==> src/rtl/pcu_pkg.sv <==
package pcu_pkg;
  localparam int CC_W  = 4;
  localparam int INH_W = 3;
  localparam int OP_W  = 3;

  typedef enum logic [OP_W-1:0] {
    OP_SENSE   = 3'd0,
    OP_INH_SET = 3'd1,
    OP_INH_CLR = 3'd2,
    OP_ALM_SET = 3'd3,
    OP_ALM_CLR = 3'd4,
    OP_PCF_TGL = 3'd5
  } pcu_op_e;

  typedef struct packed {
    logic sense;
    logic inh_set;
    logic inh_clr;
    logic alm_set;
    logic alm_clr;
    logic pcf_tgl;
  } pcu_strobe_t;
endpackage

==> src/rtl/pcu_load_reg.sv <==
module pcu_load_reg #(
  parameter int W = 4
) (
  input  logic         clk,
  input  logic         rst_n,
  input  logic         load,
  input  logic [W-1:0] d,
  output logic [W-1:0] q
);
  always_ff @(posedge clk or negedge rst_n) begin
    if (!rst_n)    q <= '0;
    else if (load) q <= d;
  end
endmodule

==> src/rtl/pcu_mask_reg.sv <==
module pcu_mask_reg #(
  parameter int W = 3
) (
  input  logic         clk,
  input  logic         rst_n,
  input  logic         set_en,
  input  logic         clr_en,
  input  logic [W-1:0] mask,
  output logic [W-1:0] q
);
  // each bit is its own flop with a private set/clear term
  for (genvar i = 0; i < W; i++) begin : g_bit
    always_ff @(posedge clk or negedge rst_n) begin
      if (!rst_n)                    q[i] <= 1'b0;
      else if (clr_en && mask[i])    q[i] <= 1'b0;
      else if (set_en && mask[i])    q[i] <= 1'b1;
    end
  end
endmodule

==> src/rtl/pcu_alarm_pcf.sv <==
module pcu_alarm_pcf (
  input  logic clk,
  input  logic rst_n,
  input  logic ext_clear,
  input  logic alm_set,
  input  logic alm_clr,
  input  logic pcf_tgl,
  output logic alarm,
  output logic pcf
);
  logic alarm_kill;
  assign alarm_kill = ext_clear | alm_clr | pcf_tgl;

  always_ff @(posedge clk or negedge rst_n) begin
    if (!rst_n)          alarm <= 1'b0;
    else if (alarm_kill) alarm <= 1'b0;
    else if (alm_set)    alarm <= 1'b1;
  end

  always_ff @(posedge clk or negedge rst_n) begin
    if (!rst_n)       pcf <= 1'b0;
    else if (pcf_tgl) pcf <= ~pcf;
  end
endmodule

==> src/rtl/pcu_tone_div.sv <==
module pcu_tone_div #(
  parameter int HALF = 50000
) (
  input  logic clk,
  input  logic rst_n,
  input  logic en,
  output logic sq
);
  localparam int CNT_W = (HALF > 1) ? $clog2(HALF) : 1;
  localparam logic [CNT_W-1:0] LAST = CNT_W'(HALF - 1);

  logic [CNT_W-1:0] cnt;

  always_ff @(posedge clk or negedge rst_n) begin
    if (!rst_n) begin
      cnt <= '0;
      sq  <= 1'b0;
    end else if (!en) begin
      cnt <= '0;
      sq  <= 1'b0;
    end else if (cnt == LAST) begin
      cnt <= '0;
      sq  <= ~sq;
    end else begin
      cnt <= cnt + 1'b1;
    end
  end
endmodule

==> src/rtl/pcu_ctrl_unit.sv <==
module pcu_ctrl_unit
  import pcu_pkg::*;
#(
  parameter int CLK_HZ  = 100_000_000,
  parameter int TONE_HZ = 1000
) (
  input  logic             clk,
  input  logic             rst_n,
  input  logic             cmd_valid,
  input  logic [OP_W-1:0]  cmd_op,
  input  logic [INH_W-1:0] cmd_addr,
  input  logic [CC_W-1:0]  sense_sw,
  input  logic             cpu_clear,
  input  logic             sys_clear,
  input  logic             run_sw,
  input  logic             audio_sw,
  output logic [CC_W-1:0]  cc,
  output logic [INH_W-1:0] inhibit,
  output logic             alarm,
  output logic             pcf,
  output logic             speaker
);
  localparam int HALF_RAW = CLK_HZ / (2 * TONE_HZ);
  localparam int HALF     = (HALF_RAW < 1) ? 1 : HALF_RAW;

  pcu_strobe_t stb;

  always_comb begin
    stb = '0;
    if (cmd_valid) begin
      case (pcu_op_e'(cmd_op))
        OP_SENSE:   stb.sense   = 1'b1;
        OP_INH_SET: stb.inh_set = 1'b1;
        OP_INH_CLR: stb.inh_clr = 1'b1;
        OP_ALM_SET: stb.alm_set = 1'b1;
        OP_ALM_CLR: stb.alm_clr = 1'b1;
        OP_PCF_TGL: stb.pcf_tgl = 1'b1;
        default:    stb = '0;
      endcase
    end
  end

  pcu_load_reg #(.W(CC_W)) u_cc (
    .clk(clk), .rst_n(rst_n), .load(stb.sense), .d(sense_sw), .q(cc)
  );

  pcu_mask_reg #(.W(INH_W)) u_inh (
    .clk(clk), .rst_n(rst_n), .set_en(stb.inh_set), .clr_en(stb.inh_clr),
    .mask(cmd_addr), .q(inhibit)
  );

  pcu_alarm_pcf u_alm (
    .clk(clk), .rst_n(rst_n), .ext_clear(cpu_clear | sys_clear),
    .alm_set(stb.alm_set), .alm_clr(stb.alm_clr), .pcf_tgl(stb.pcf_tgl),
    .alarm(alarm), .pcf(pcf)
  );

  logic tone_en, tone_sq;
  assign tone_en = alarm & run_sw & audio_sw;

  pcu_tone_div #(.HALF(HALF)) u_tone (
    .clk(clk), .rst_n(rst_n), .en(tone_en), .sq(tone_sq)
  );

  assign speaker = (tone_sq & tone_en) | (pcf & audio_sw);
endmodule

==> config.mk <==
export PLATFORM = sky130hd
export DESIGN_NAME = pcu_ctrl_unit
export DESIGN_NICKNAME = d
export VERILOG_FILES = /design/src/rtl/pcu_pkg.sv /design/src/rtl/pcu_load_reg.sv /design/src/rtl/pcu_mask_reg.sv /design/src/rtl/pcu_alarm_pcf.sv /design/src/rtl/pcu_tone_div.sv /design/src/rtl/pcu_ctrl_unit.sv
export SDC_FILE = /design/constraint.sdc
export NUM_CORES = 1
export LEC_CHECK = 0
export ABC_AREA = 1
export BUFFER_PORTS_ARGS = -buffer_cell sky130_fd_sc_hd__buf_2
export CAP_MARGIN = 20
export CORE_MARGIN = 8
export CORE_UTILIZATION = 45
export DETAILED_ROUTE_END_ITERATION = 16
export PLACE_DENSITY = 0.64
export SYNTH_ARGS = -nofsm -noshare
export SYNTH_HDL_FRONTEND = slang
export SYNTH_HIERARCHICAL = 1
export SYNTH_SLANG_ARGS = --single-unit
==> constraint.sdc <==
create_clock -name clk -period 1.9 [get_ports clk]
set_input_delay 0.38 -clock clk [delete_from_list [all_inputs] [get_ports clk]]
set_output_delay 0.38 -clock clk [all_outputs]
set_load 0.01 [all_outputs]
==> impl_metrics.csv <==
group,metric,value,unit
outcome,status,"finished, final reports clean",
clock_tree,clk_pin_slew,140,ps
cells_and_area,drive_above_1_share,20.8,%
sta,relSlewSlack,61.5,%
sta,min_period,1520,ps
clock_tree,ctsResizeCount,0,
placement,port_buffers,26,
floorplan,num_rows,20,
power,p_per_area,726,mW/mm²
floorplan,ios,27,
global_routing,antenna_found_initial,0,
cells_and_area,final_common_cell,"nand2_1",
clock_tree,cts_root_buffer,"clkbuf_4",
placement,pre_cts_ws,416,ps
floorplan,initial_core_util,46.3,%
synthesis,ys_warn_count,6,
sta,final_max_slew_viol_count,0,
clock_tree,cts.path.max_buffers,2,
placement,dpl.cell_count,245,
global_routing,grt-ovfl-total,0,
clock_tree,cts_sinks,26,
setup_path,end_kind,"flip-flop",
global_routing,grt_usage,12.1,%
routing,drcViolationCount,0,
placement,dpl.hpwl,2230,µm
run,cap_violations,0,
synthesis,synth-seq-area-share,47.1,%
floorplan,coreArea,0.00298,mm²
sta,finalSetupViolCount,0,
cells_and_area,utilization,53.9,%
min_path,hp-class,"in -> async",
cells_and_area,n_fill_cell,283,
routing,viasPerCell,4.82,
cells_and_area,final_cell_mix,"nand2_1 (55), nor2_1 (34), buf_2 (26), dfrtp_1 (26), inv_1 (25)",
routing,post_drt_wl_per_cell,11.3,µm
routing,first_pass_iters,4,
clock_tree,clk_latency,320,ps
cells_and_area,final-instance-count-excl-fill,249,
setup_path,critPathKind,"reg -> reg",
sta,worstMarginPinSlew,577,ps
clock_tree,cts_hold_buf,0,
sta,rsz0062_at_grt,"no",
clock_tree,htree_num_levels,1,
setup_path,cpMostUsedCell,"nor2_1",
synthesis,syn-cell-area,0.00138,mm²
floorplan,dieArea,0.00510,mm²
clock_tree,tritoncts,"done",
routing,via_count,1200,
sta,fin_ws,383,ps
cells_and_area,final_nets,235,
cells_and_area,antennaDiodeCount,0,
synthesis,syn_inst,186,
clock_tree,cts-buffers-inserted,3,
placement,gp_congestion,0.763,
setup_path,worstPathCellList,"ha_1 > nand2_2 > nor2_4 > nand3_2 > nor2_1 > nor2_2 > nand2_1 > nor2_1",
sta,fmax,659,MHz
clock_tree,cts_setup_buffers,0,
routing,ant_nets,0,
synthesis,synth_cell_type_count,21,
floorplan,die_width,71.4,µm
setup_path,critPathMaxFanout,7,
routing,drt_iter0_drc,59,
sta,finalCritPeriodShare,79.9,%
sta,worst_clock_skew,3.65,ps
global_routing,grt_pass1_vias,1255,
sta,fin_tns_setup,0,ps
setup_path,critPathRequiredTime,2160,ps
synthesis,syn_avg_cell_area,7.42,µm²
setup_path,crit_path_top_delay_cell,"dfrtp_1",
global_routing,grt_pass1_wl,5060,µm
synthesis,ys_seq_elements,26,
global_routing,grt_max_degree,27,
routing,postRouteWirelength,2810,µm
sta,whs,31.8,ps
power,leakage,0.812,nW
sta,hold_viol_final,0,
floorplan,die_h,71.4,µm
setup_path,slowest_delay,430,ps
cells_and_area,areaGrowthSynthToFinish,16.2,%
setup_path,arrival,1780,ps
synthesis,syn-num-nets,204,
setup_path,worstSetupStartpointType,"flip-flop",
power,vdd_drop_max,396,µV
[layer usage]
metal / GRT usage (%) / routed length [µm] / vias to the layer above
li1: - / - / 626
met1: 15.3 / 1430 / 542
met2: 19.2 / 1250 / 28
met3: 2.65 / 100 / 4
met4: 5.08 / 39 / 0
met5: 0 / 0 / -
[state kept, by name, indices dropped and copies added, names as in the netlist]
signal	cells
u_alm/alarm	1
u_alm/pcf	1
u_cc/q	4
u_inh/q	3
u_tone/cnt	16
u_tone/sq	1
[cells by family (layout without fill, tap and decap cells)]
| logic type | Yosys count | count (layout) | share of synthesized area, % |
|---|---|---|---|
| AO/OA/AOI/OAI | 7 | 7 | 3.54 |
| XOR/XNOR | 6 | 6 | 3.81 |
| adder cells (fa/ha/maj) | 1 | 1 | 0.906 |
| buffers and inverters | 28 | 58 | 7.62 |
| flip-flops | 26 | 26 | 47.1 |
| AND/OR/NAND/NOR | 118 | 118 | 37.0 |
[metrics by stage]
step / total power, mW / instance area, µm²
detailed placement: 0.799 / 1550
global placement: 0.796 / 1550
finish: 1.16 / 1600
CTS: 1.18 / 1600
global route: 1.23 / 1600
floorplan: 0.709 / 1380
[report_power, final]
part | switching [mW] | internal [mW] | total (mW)
Sequential | 0.0263 | 0.594 | 0.621
Clock | 0.166 | 0.213 | 0.379
Combinational | 0.0941 | 0.0702 | 0.164
Total | 0.286 | 0.878 | 1.16
[final cells by class]
type,count,area [µm²],area share [%]
well taps,33,41.3,2.57
multi-input cells,132,624,38.9
clock buffers,3,22.5,1.40
repair buffers,26,130,8.11
flip-flops and latches,26,651,40.6
inverters,28,105,6.55
clock inverters,1,30.0,1.87
[synthesized netlist by cell type]
| master | n | area (µm²) |
|---|---|---|
| nand2_1 | 55 | 206 |
| nor2_1 | 34 | 128 |
| dfrtp_1 | 26 | 651 |
| inv_1 | 25 | 93.8 |
| nand3_1 | 8 | 40.0 |
| nor3_1 | 7 | 35.0 |
| xor2_1 | 5 | 43.8 |
| a21oi_1 | 4 | 20.0 |
| nand2_2 | 4 | 25.0 |
| nor2_2 | 4 | 25.0 |
| inv_2 | 3 | 11.3 |
| nor2_4 | 2 | 22.5 |
| and3_1 | 1 | 6.26 |
| ha_1 | 1 | 12.5 |
| nand3_2 | 1 | 10.0 |
| nand4_1 | 1 | 6.26 |
| o21ai_0 | 1 | 5.00 |
| o21ai_4 | 1 | 16.3 |
| o21bai_1 | 1 | 7.51 |
| or2_1 | 1 | 6.26 |
| xnor2_1 | 1 | 8.76 |
[worst paths after layout]
path	startpoint	to	cells after the start	slack, ps
min in group clk	sense_sw[0]	u_cc/q[0]$_DFFE_PN0P_	3	250
max	u_tone/cnt[0]$_DFF_PN0_	u_tone/cnt[15]$_DFF_PN0_	8	380
min	rst_n	u_tone/cnt[8]$_DFF_PN0_	1	30
max reg2reg	u_tone/cnt[0]$_DFF_PN0_	u_tone/cnt[15]$_DFF_PN0_	8	380
min reg2reg	u_cc/q[3]$_DFFE_PN0P_	u_cc/q[3]$_DFFE_PN0P_	2	490
max in group asynchronous	rst_n	u_tone/cnt[11]$_DFF_PN0_	1	1490
[worst max-delay path: cells and delay by family (launching register included)]
kind / cells / cell delay, ps
AND/OR/NAND/NOR: 7 / 800
adder cells (fa/ha/maj): 1 / 230
flip-flops: 1 / 430
(Power assumes the default switching activity.)
